File: config.mk
export PLATFORM = sky130hd
export DESIGN_NAME = tbase_timer
export DESIGN_NICKNAME = d
export VERILOG_FILES = /design/src/rtl/tbase_pkg.sv /design/src/rtl/tbase_regs.sv /design/src/rtl/tbase_prescale.sv /design/src/rtl/tbase_count.sv /design/src/rtl/tbase_timer.sv
export SDC_FILE = /design/constraint.sdc
export NUM_CORES = 1
export LEC_CHECK = 0
export BUFFER_PORTS_ARGS = -buffer_cell sky130_fd_sc_hd__buf_4
export CORE_MARGIN = 2
export CORE_UTILIZATION = 63
export DETAILED_ROUTE_END_ITERATION = 6
export GPL_TIMING_DRIVEN = 0
export PLACE_DENSITY = 0.93
export SLEW_MARGIN = 15
export SYNTH_ARGS = -nofsm -noshare
export SYNTH_HDL_FRONTEND = slang
export SYNTH_SLANG_ARGS = --single-unit
export TNS_END_PERCENT = 100
File: constraint.sdc
create_clock -name clk -period 5.7 [get_ports clk]
set_input_delay 0.855 -clock clk [delete_from_list [all_inputs] [get_ports clk]]
set_output_delay 0.855 -clock clk [all_outputs]
set_load 0.02 [all_outputs]
File: src/rtl/tbase_pkg.sv
package tbase_pkg;
    localparam int CNT_W = 16;
    localparam int PSC_W = 16;
    localparam int REP_W = 8;
    localparam int AW    = 3;
    localparam int DW    = 32;

    typedef enum logic [AW-1:0] {
        A_CTRL = 3'd0,
        A_IEN  = 3'd1,
        A_STAT = 3'd2,
        A_EVT  = 3'd3,
        A_CNT  = 3'd4,
        A_PSC  = 3'd5,
        A_ARR  = 3'd6,
        A_REP  = 3'd7
    } addr_e;

    localparam int B_RUN   = 0;
    localparam int B_HOLD  = 1;
    localparam int B_FILT  = 2;
    localparam int B_SHOT  = 3;
    localparam int B_BUF   = 7;
    localparam int B_MIRR  = 11;

    typedef struct packed {
        logic mirror;
        logic buffered;
        logic oneshot;
        logic filter;
        logic hold;
        logic run;
    } ctrl_t;

    function automatic ctrl_t unpack_ctrl(input logic [DW-1:0] w);
        ctrl_t c;
        c.run      = w[B_RUN];
        c.hold     = w[B_HOLD];
        c.filter   = w[B_FILT];
        c.oneshot  = w[B_SHOT];
        c.buffered = w[B_BUF];
        c.mirror   = w[B_MIRR];
        return c;
    endfunction

    function automatic logic [DW-1:0] pack_ctrl(input ctrl_t c);
        logic [DW-1:0] w;
        w         = '0;
        w[B_RUN]  = c.run;
        w[B_HOLD] = c.hold;
        w[B_FILT] = c.filter;
        w[B_SHOT] = c.oneshot;
        w[B_BUF]  = c.buffered;
        w[B_MIRR] = c.mirror;
        return w;
    endfunction
endpackage

File: src/rtl/tbase_regs.sv
module tbase_regs
    import tbase_pkg::*;
#(
    parameter int CW   = CNT_W,
    parameter int PW   = PSC_W,
    parameter int REPW = REP_W
) (
    input  logic            clk,
    input  logic            rst,
    input  logic            wr_en,
    input  logic [AW-1:0]   wr_addr,
    input  logic [DW-1:0]   wr_data,
    input  logic            opm_stop,
    input  logic            flag_set,
    output ctrl_t           ctrl,
    output logic            uie,
    output logic            flag,
    output logic            sw_upd,
    output logic [PW-1:0]   psc_pre,
    output logic [CW-1:0]   arr_pre,
    output logic [REPW-1:0] rep_pre
);
    logic ctrl_wr, stat_wr;

    assign ctrl_wr = wr_en && (wr_addr == A_CTRL);
    assign stat_wr = wr_en && (wr_addr == A_STAT);
    assign sw_upd  = wr_en && (wr_addr == A_EVT) && wr_data[0];

    always_ff @(posedge clk) begin
        if (rst) begin
            ctrl    <= '0;
            uie     <= 1'b0;
            flag    <= 1'b0;
            psc_pre <= '0;
            arr_pre <= '1;
            rep_pre <= '0;
        end else begin
            if (ctrl_wr)
                ctrl <= unpack_ctrl(wr_data);
            else if (opm_stop)
                ctrl.run <= 1'b0;
            if (wr_en && wr_addr == A_IEN) uie     <= wr_data[0];
            if (wr_en && wr_addr == A_PSC) psc_pre <= wr_data[PW-1:0];
            if (wr_en && wr_addr == A_ARR) arr_pre <= wr_data[CW-1:0];
            if (wr_en && wr_addr == A_REP) rep_pre <= wr_data[REPW-1:0];
            if (flag_set)
                flag <= 1'b1;
            else if (stat_wr && !wr_data[0])
                flag <= 1'b0;
        end
    end

    // a one-shot update stops the run bit unless software rewrites it
    a_r7_oneshot_stop: assert property (@(posedge clk) disable iff (rst)
        opm_stop && !ctrl_wr |=> !ctrl.run);
    // an update always leaves the flag set
    a_r10_flag_set: assert property (@(posedge clk) disable iff (rst)
        flag_set |=> flag);
    // the flag only moves on an update or a status write
    a_r10_flag_hold: assert property (@(posedge clk) disable iff (rst)
        !flag_set && !stat_wr |=> $stable(flag));
endmodule

File: src/rtl/tbase_prescale.sv
module tbase_prescale
    import tbase_pkg::*;
#(
    parameter int PW = PSC_W
) (
    input  logic          clk,
    input  logic          rst,
    input  logic          run,
    input  logic          clear,
    input  logic [PW-1:0] limit,
    output logic          tick
);
    logic [PW-1:0] pcnt;

    assign tick = run && !clear && (pcnt == limit);

    always_ff @(posedge clk) begin
        if (rst || clear)
            pcnt <= '0;
        else if (run)
            pcnt <= tick ? '0 : pcnt + 1'b1;
    end

    // the divider count never passes the working divider value
    a_r2_bound: assert property (@(posedge clk) disable iff (rst)
        pcnt <= limit);
    // the divider is frozen while stopped
    a_r1_psc_frozen: assert property (@(posedge clk) disable iff (rst)
        !run && !clear |=> $stable(pcnt));
endmodule

File: src/rtl/tbase_count.sv
module tbase_count
    import tbase_pkg::*;
#(
    parameter int CW   = CNT_W,
    parameter int PW   = PSC_W,
    parameter int REPW = REP_W
) (
    input  logic            clk,
    input  logic            rst,
    input  logic            tick,
    input  ctrl_t           ctrl,
    input  logic            sw_upd,
    input  logic            ext_upd,
    input  logic [PW-1:0]   psc_pre,
    input  logic [CW-1:0]   arr_pre,
    input  logic [REPW-1:0] rep_pre,
    output logic [CW-1:0]   cnt,
    output logic [PW-1:0]   psc_sh,
    output logic            reinit,
    output logic            uev,
    output logic            flag_set,
    output logic            opm_stop
);
    logic [CW-1:0]   arr_sh;
    logic [CW-1:0]   arr_eff;
    logic [REPW-1:0] rep_cnt;
    logic            wrap, ovf_evt;

    assign reinit   = sw_upd || ext_upd;
    assign arr_eff  = ctrl.buffered ? arr_sh : arr_pre;
    assign wrap     = tick && (cnt == arr_eff);
    assign ovf_evt  = wrap && (rep_cnt == '0);
    assign uev      = !ctrl.hold && (reinit || ovf_evt);
    assign flag_set = uev && (ovf_evt || !ctrl.filter);
    assign opm_stop = uev && ctrl.oneshot;

    always_ff @(posedge clk) begin
        if (rst) begin
            cnt     <= '0;
            arr_sh  <= '1;
            psc_sh  <= '0;
            rep_cnt <= '0;
        end else begin
            if (reinit)
                cnt <= '0;
            else if (tick)
                cnt <= wrap ? '0 : cnt + 1'b1;

            if (uev) begin
                rep_cnt <= rep_pre;
                arr_sh  <= arr_pre;
                psc_sh  <= psc_pre;
            end else if (wrap && rep_cnt != '0) begin
                rep_cnt <= rep_cnt - 1'b1;
            end
        end
    end

    // a stopped counter keeps its value
    a_r1_hold: assert property (@(posedge clk) disable iff (rst)
        !ctrl.run && !reinit |=> $stable(cnt));
    // reaching the limit on a step returns the count to zero
    a_r3_wrap: assert property (@(posedge clk) disable iff (rst)
        tick && (cnt == arr_eff) && !reinit |=> cnt == '0);
    // working copies are untouched while updates are held
    a_r5_hold_shadow: assert property (@(posedge clk) disable iff (rst)
        ctrl.hold |=> $stable(arr_sh) && $stable(psc_sh));
    // a restart request clears the count
    a_r9_restart: assert property (@(posedge clk) disable iff (rst)
        reinit |=> cnt == '0);
endmodule

File: src/rtl/tbase_timer.sv
module tbase_timer
    import tbase_pkg::*;
#(
    parameter int CW   = CNT_W,
    parameter int PW   = PSC_W,
    parameter int REPW = REP_W
) (
    input  logic          clk,
    input  logic          rst,
    input  logic          wr_en,
    input  logic [AW-1:0] wr_addr,
    input  logic [DW-1:0] wr_data,
    input  logic [AW-1:0] rd_addr,
    output logic [DW-1:0] rd_data,
    input  logic          ext_update,
    output logic          update_pulse,
    output logic          irq
);
    ctrl_t            ctrl;
    logic             uie, flag, sw_upd, opm_stop, flag_set;
    logic             tick, reinit, uev;
    logic [PW-1:0]    psc_pre, psc_sh;
    logic [CW-1:0]    arr_pre, cnt;
    logic [REPW-1:0]  rep_pre;

    tbase_regs #(.CW(CW), .PW(PW), .REPW(REPW)) u_regs (
        .clk(clk), .rst(rst), .wr_en(wr_en), .wr_addr(wr_addr), .wr_data(wr_data),
        .opm_stop(opm_stop), .flag_set(flag_set), .ctrl(ctrl), .uie(uie),
        .flag(flag), .sw_upd(sw_upd), .psc_pre(psc_pre), .arr_pre(arr_pre),
        .rep_pre(rep_pre)
    );

    tbase_prescale #(.PW(PW)) u_psc (
        .clk(clk), .rst(rst), .run(ctrl.run), .clear(reinit),
        .limit(psc_sh), .tick(tick)
    );

    tbase_count #(.CW(CW), .PW(PW), .REPW(REPW)) u_count (
        .clk(clk), .rst(rst), .tick(tick), .ctrl(ctrl), .sw_upd(sw_upd),
        .ext_upd(ext_update), .psc_pre(psc_pre), .arr_pre(arr_pre),
        .rep_pre(rep_pre), .cnt(cnt), .psc_sh(psc_sh), .reinit(reinit),
        .uev(uev), .flag_set(flag_set), .opm_stop(opm_stop)
    );

    always_ff @(posedge clk) begin
        if (rst) update_pulse <= 1'b0;
        else     update_pulse <= uev;
    end

    assign irq = flag && uie;

    always_comb begin
        rd_data = '0;
        unique case (rd_addr)
            A_CTRL: rd_data = pack_ctrl(ctrl);
            A_IEN:  rd_data[0] = uie;
            A_STAT: rd_data[0] = flag;
            A_EVT:  rd_data = '0;
            A_CNT: begin
                rd_data[CW-1:0] = cnt;
                rd_data[DW-1]   = ctrl.mirror && flag;
            end
            A_PSC:  rd_data[PW-1:0]   = psc_pre;
            A_ARR:  rd_data[CW-1:0]   = arr_pre;
            A_REP:  rd_data[REPW-1:0] = rep_pre;
            default: rd_data = '0;
        endcase
    end

    // the interrupt request never rises without a pending flag
    a_r11_irq_needs_flag: assert property (@(posedge clk) disable iff (rst)
        irq |-> flag);
    // every update event is followed by a pulse
    a_r9_pulse: assert property (@(posedge clk) disable iff (rst)
        uev |=> update_pulse);
endmodule

Yosys cells after proc, flatten, opt, wreduce, memory -nomap -nowiden
Index checks and enable logic that the tools add are counted.
- add/sub/neg operators: 3
- equal/unequal tests: 15
- mux-type cells: 13
- reductions and logical operators: 35
- operators with widths (operator ; count):
    16-bit two-way mux ; 3
    7-bit case mux with 5 select lines ; 1
    16-bit by 1-bit adder with 16-bit output (second input constant) ; 2
    16-bit == test ; 2
    8-bit case mux with 4 select lines ; 1
    3-bit == test (second input constant) ; 7
    1-bit logical AND ; 19
    8-bit two-way mux ; 2
    3-bit by 2-bit == test with 1-bit output (second input constant) ; 4
    8-bit logical NOT ; 1
    1-bit case mux with 8 select lines ; 1
    8-bit nonzero test ; 1
    8-bit by 1-bit subtractor with 8-bit output (second input constant) ; 1
    3-bit by 1-bit == test with 1-bit output (second input constant) ; 2
    3-bit logical NOT ; 2
    2-bit nonzero test ; 3
    1-bit two-way mux ; 5
    1-bit logical NOT ; 4
    1-bit logical OR ; 4
    2-bit OR reduction ; 1
- bits in registers: 121
- input bits: 42
- output and inout bits: 34
- word-level logic and storage cells: 83

Depth between registers and ports, before layout
- word-level depth: 14
- depth in mapped cells: 10
- gate-level depth less buffers: 9

By module
A second synthesis with hierarchy kept.
- cell total of the unflattened synthesis: 730
- area total of the unflattened synthesis: 6473.7 um^2
- by module, submodules not included (module ; times used ; cells each ; area each (um^2) ; sequential area each (um^2)):
    tbase_count ; 1 ; 330 ; 2791.4 ; 1121.1
    tbase_regs ; 1 ; 201 ; 2023.2 ; 960.9
    tbase_prescale ; 1 ; 102 ; 889.6 ; 320.3
    tbase_timer ; 1 ; 97 ; 769.5 ; 20.0

Least setup slack after synthesis
OpenSTA, ideal clock, no wires.
- path type: input to output
- start point: input rd_addr[1]
- end point: output rd_data[1]
- arrival time: 2044 ps
- data required time: 4845 ps
- slack: 2801 ps
- cell stages on the path: 4
- path buffers: 2
- cell sequence: clkbuf_1 > buf_1 > a31oi_1 > o21ai_0
- cells in the longest elaborated chain, start to end: 2
- elaborated cells on any way between the ends: 6
- those cells by class: 4 x eq/ne; 1 x mux; 1 x reduce/logical
- RTL lines (element ; RTL line ; source):
    start, declared ; tbase_timer.sv:13 ; input logic [AW-1:0] rd_addr,
    3-bit == test or 3-bit logical NOT (tied branches) ; tbase_timer.sv:54 ; unique case (rd_addr)
    7-bit case mux with 5 select lines * ; tbase_timer.sv:54 ;
    end, declared ; tbase_timer.sv:14 ; output logic [DW-1:0] rd_data,
Mark *: on every way between the ends. The rest lies on a longest branch, timed or not.

Worst setup path after layout
- start point: register, netlist name u_regs.ctrl[4]
- end point: register u_count.psc_sh[10]
- cells in the longest elaborated chain, start to end: 6
- RTL lines (element ; RTL line ; source):
    16-bit two-way mux ; tbase_count.sv:30 ; assign arr_eff = ctrl.buffered ? arr_sh : arr_pre;
    16-bit == test ; tbase_count.sv:31 ; assign wrap = tick && (cnt == arr_eff);
    1-bit logical AND ; tbase_count.sv:31 ;
    1-bit logical AND ; tbase_count.sv:32 ; assign ovf_evt = wrap && (rep_cnt == '0);
    1-bit logical OR ; tbase_count.sv:33 ; assign uev = !ctrl.hold && (reinit || ovf_evt);
    1-bit logical AND ; tbase_count.sv:33 ;
    end signal, assigned ; tbase_count.sv:52 ; psc_sh <= psc_pre;
    end, declared ; tbase_count.sv:18 ; output logic [PW-1:0] psc_sh,
No other way between the ends.
A chain may end at the register's enable or synchronous reset.

==> flow_summary_export.csv <==
group,metric,value,unit
outcome,status,"finished with violations",
outcome,violations,"DRC",
sta,rsz0062_at_grt,"false",
pwr,ir_worst_vdd,0.230,mV
sta,worstMarginPinSlew,1030,ps
synth,synth_ff_type,"dfxtp_1",
critical_path,critPathMaxStageDelay,880,ps
pwr,power.total,0.00214,W
global_routing,antenna_found_initial,1,
pwr,p_per_area,300,mW/mm2
sta,setup_viol,0,
cells_and_area,syn2layout_area_growth,18.4,%
routing,drc,1,
synth,synth.avg_cell_area,8.69,um2
routing,wl_per_cell,19.5,um
routing,drt-initial-drc-count,532,
floorplanning,core_area,0.00928,mm2
routing,wl_met2,8.26,mm
clock_tree,post_cts_buffers,0,
placement,portBuffers,42,
sta,whs,472,ps
clock_tree,cts.sinks,121,
sta,final_hold_viol_count,0,
floorplanning,start_util,0.651,
clock_tree,htree_levels,4,
global_routing,gr-total-overflow,0,
critical_path,rr_worst_depth,10,
clock_tree,cts.clk_slew.worst_paths,60,ps
placement,place_congestion,0.974,
clock_tree,cts_resized,0,
critical_path,critPathSlowestCell,"a2bb2oi_1",
synth,netlist_instances,696,
routing,via_per_inst,6.25,
global_routing,grt_util_all_layers,0.351,
synth,synth_cell_type_count,52,
worst_hold_path,hp-class,"flip-flop to flip-flop",
critical_path,start_kind,"flip-flop",
floorplanning,die_w,102,um
synth,ys_seq_area_frac,0.401,
cells_and_area,layout.nets,816,
sta,worst_clock_skew,6.65,ps
clock_tree,postCtsHoldBufs,0,
global_routing,grt_pass1_wl,27.6,mm
worst_hold_path,worst_hold_path.num_cells,1,
sta,setup_tns,0,ps
global_routing,grt_pass1_vias,5416,
placement,post-place-ws,2310,ps
routing,wl_met1,6.78,mm
clock_tree,cts_tree,"yes",
floorplanning,die_h,102,um
synth,ys_seq_elements,121,
routing,drt_wl_total,17.9,mm
synth,synthArstFlopShare,0,
cells_and_area,drive_gt1_frac,0.138,
floorplanning,die_area,0.0104,mm2
placement,dpl.hpwl,12.5,mm
sta,final_max_slew_viol_count,0,
sta,post-route-min-period,3290,ps
synth,synth_edf_count,0,
global_routing,grt_max_degree,17,
clock_tree,cts_buffer_depth,2,
sta,slew_headroom,0.308,
critical_path,crit_arrival,3690,ps
job,maxCapViolCount,0,
cells_and_area,final_area,0.00716,mm2
critical_path,critical_path.max_fanout,10,
routing,dr.pass1.iters,7,
critical_path,timing_worst_setup_path_type,"flip-flop to flip-flop",
critical_path,path_cells,"buf_6, buf_6, mux2i_1, xnor2_1, nor4_1, nand4_2, a2bb2oi_1, buf_2, mux2i_1, nor2_1",
floorplanning,io_pins,76,
routing,vias,5712,
sta,fmax,304,MHz
critical_path,cp.required,6090,ps
pwr,p_leak,2.77,nW
sta,fin_crit_sh,0.578,
routing,highest_layer,"met4",
floorplanning,row_count,35,
routing,met3_length,1.94,mm
routing,antenna_left,0,
clock_tree,cts_root_buffer,"clkbuf_8",
placement,place_area,0.00658,mm2
clock_tree,numCtsBuffers,17,
clock_tree,clk_latency,530,ps
sta,final.setup.worst_slack,2410,ps
synth,syn_area,0.00605,mm2
synth,yosys_warnings,0,
critical_path,cp-end-kind,"flip-flop",
-- Yosys cell counts (10+ instances only) --
library cell / count / area (um2)
mux2i_1: 48 / 480
a21oi_1: 39 / 195
and2_1: 23 / 144
clkbuf_1: 29 / 109
nor2b_1: 19 / 119
a211o_1: 33 / 289
nand4_1: 10 / 62.6
xnor2_1: 38 / 333
nor2_1: 94 / 353
buf_4: 15 / 113
dfxtp_1: 121 / 2420
nor4_1: 11 / 68.8
xor2_1: 27 / 236
inv_1: 11 / 41.3
nand3_1: 14 / 70.1
nand2_1: 73 / 274
-- stage by stage --
step / util / cells
finish: 0.771 / 914
global route: 0.771 / 914
CTS: 0.771 / 913
detailed placement: 0.708 / 881
global placement: 0.708 / 881
floorplan: - / 710
-- final timing paths --
path,slack [ps],end,startpoint
max reg2reg,2410,u_count.psc_sh[10],u_regs.ctrl[4]
max,2410,u_count.psc_sh[10],u_regs.ctrl[4]
min reg2reg,470,u_count.arr_sh[4],u_count.arr_sh[4]
min,470,u_count.arr_sh[4],u_count.arr_sh[4]
-- state kept, by name, summed over array words and instances (netlist names) --
| signal | count |
|---|---|
| u_regs.ctrl | 6 |
| u_count.cnt | 16 |
| u_regs.rep_pre | 8 |
| u_count.psc_sh | 16 |
| u_count.arr_sh | 16 |
| u_regs.arr_pre | 16 |
| u_psc.pcnt | 16 |
| update_pulse | 1 |
| u_count.rep_cnt | 8 |
| u_regs.psc_pre | 16 |
| u_regs.uie | 1 |
| u_regs.flag | 1 |
-- cell families after synthesis --
group | share of synthesized area
XOR/XNOR | 0.0942
flip-flops | 0.401
multiplexers | 0.102
AO/OA/AOI/OAI | 0.115
adder cells (fa/ha/maj) | 0.00621
buffers and inverters | 0.0528
AND/OR/NAND/NOR | 0.229
other | 0.000620
-- where the power goes --
part	leakage, nW	total [W]	internal [W]	switching [W]
registers	0.983	0.000887	0.000868	0.0000197
logic	1.51	0.000205	0.0000818	0.000123
clock network	0.272	0.00105	0.000654	0.000398
total	2.77	0.00214	0.00160	0.000541
-- critical path: cells and delay by family (launching register included) --
kind                      cells  cell delay, ps
AOI/OAI and AO/OA             1             880
xor gates and xnor gates      1             150
buffers and inverters         3             830
DFF                           1             330
muxes                         2             560
and+or+nand+nor               3             400
-- per-layer routing --
metal | vias up | track usage
met3 | 104 | 0.0848
li1 | 2529 | -
met1 | 2645 | 0.435
met2 | 434 | 0.573
met5 | - | 0
met4 | 0 | 0.174
-- area by class of cell --
type	instances	area, um2
multi-input cells	524	3360
flip-flops and latches	121	2420
fillers	627	2130
clock buffers	21	459
repair buffers	42	315
plain buffers	54	278
well taps	129	161
clock inverters	11	121
inverters	11	41.3
diodes	1	2.50
-- layout by cell type, fill, tap and decap left out, types with 5 or more instances in the layout --
| cell type | instances |
|---|---|
| o21ai_0 | 6 |
| conb_1 | 15 |
| a22oi_1 | 6 |
| clkbuf_16 | 16 |
| inv_1 | 11 |
| nor4_1 | 11 |
| and3_1 | 8 |
| buf_1 | 5 |
| nor2_1 | 94 |
| mux2_2 | 5 |
| xnor2_1 | 38 |
| nand3_1 | 14 |
| or3_1 | 5 |
| nand2b_1 | 5 |
| and2_1 | 23 |
| xor2_1 | 27 |
| nand2_1 | 73 |
| dfxtp_1 | 121 |
| a211o_1 | 33 |
| nor2b_1 | 19 |
| buf_4 | 57 |
| clkinvlp_4 | 5 |
| nand4_1 | 10 |
| clkbuf_1 | 30 |
| a21oi_1 | 39 |
| mux2i_1 | 48 |
No activity file was read; power rests on OpenSTA's default activity.
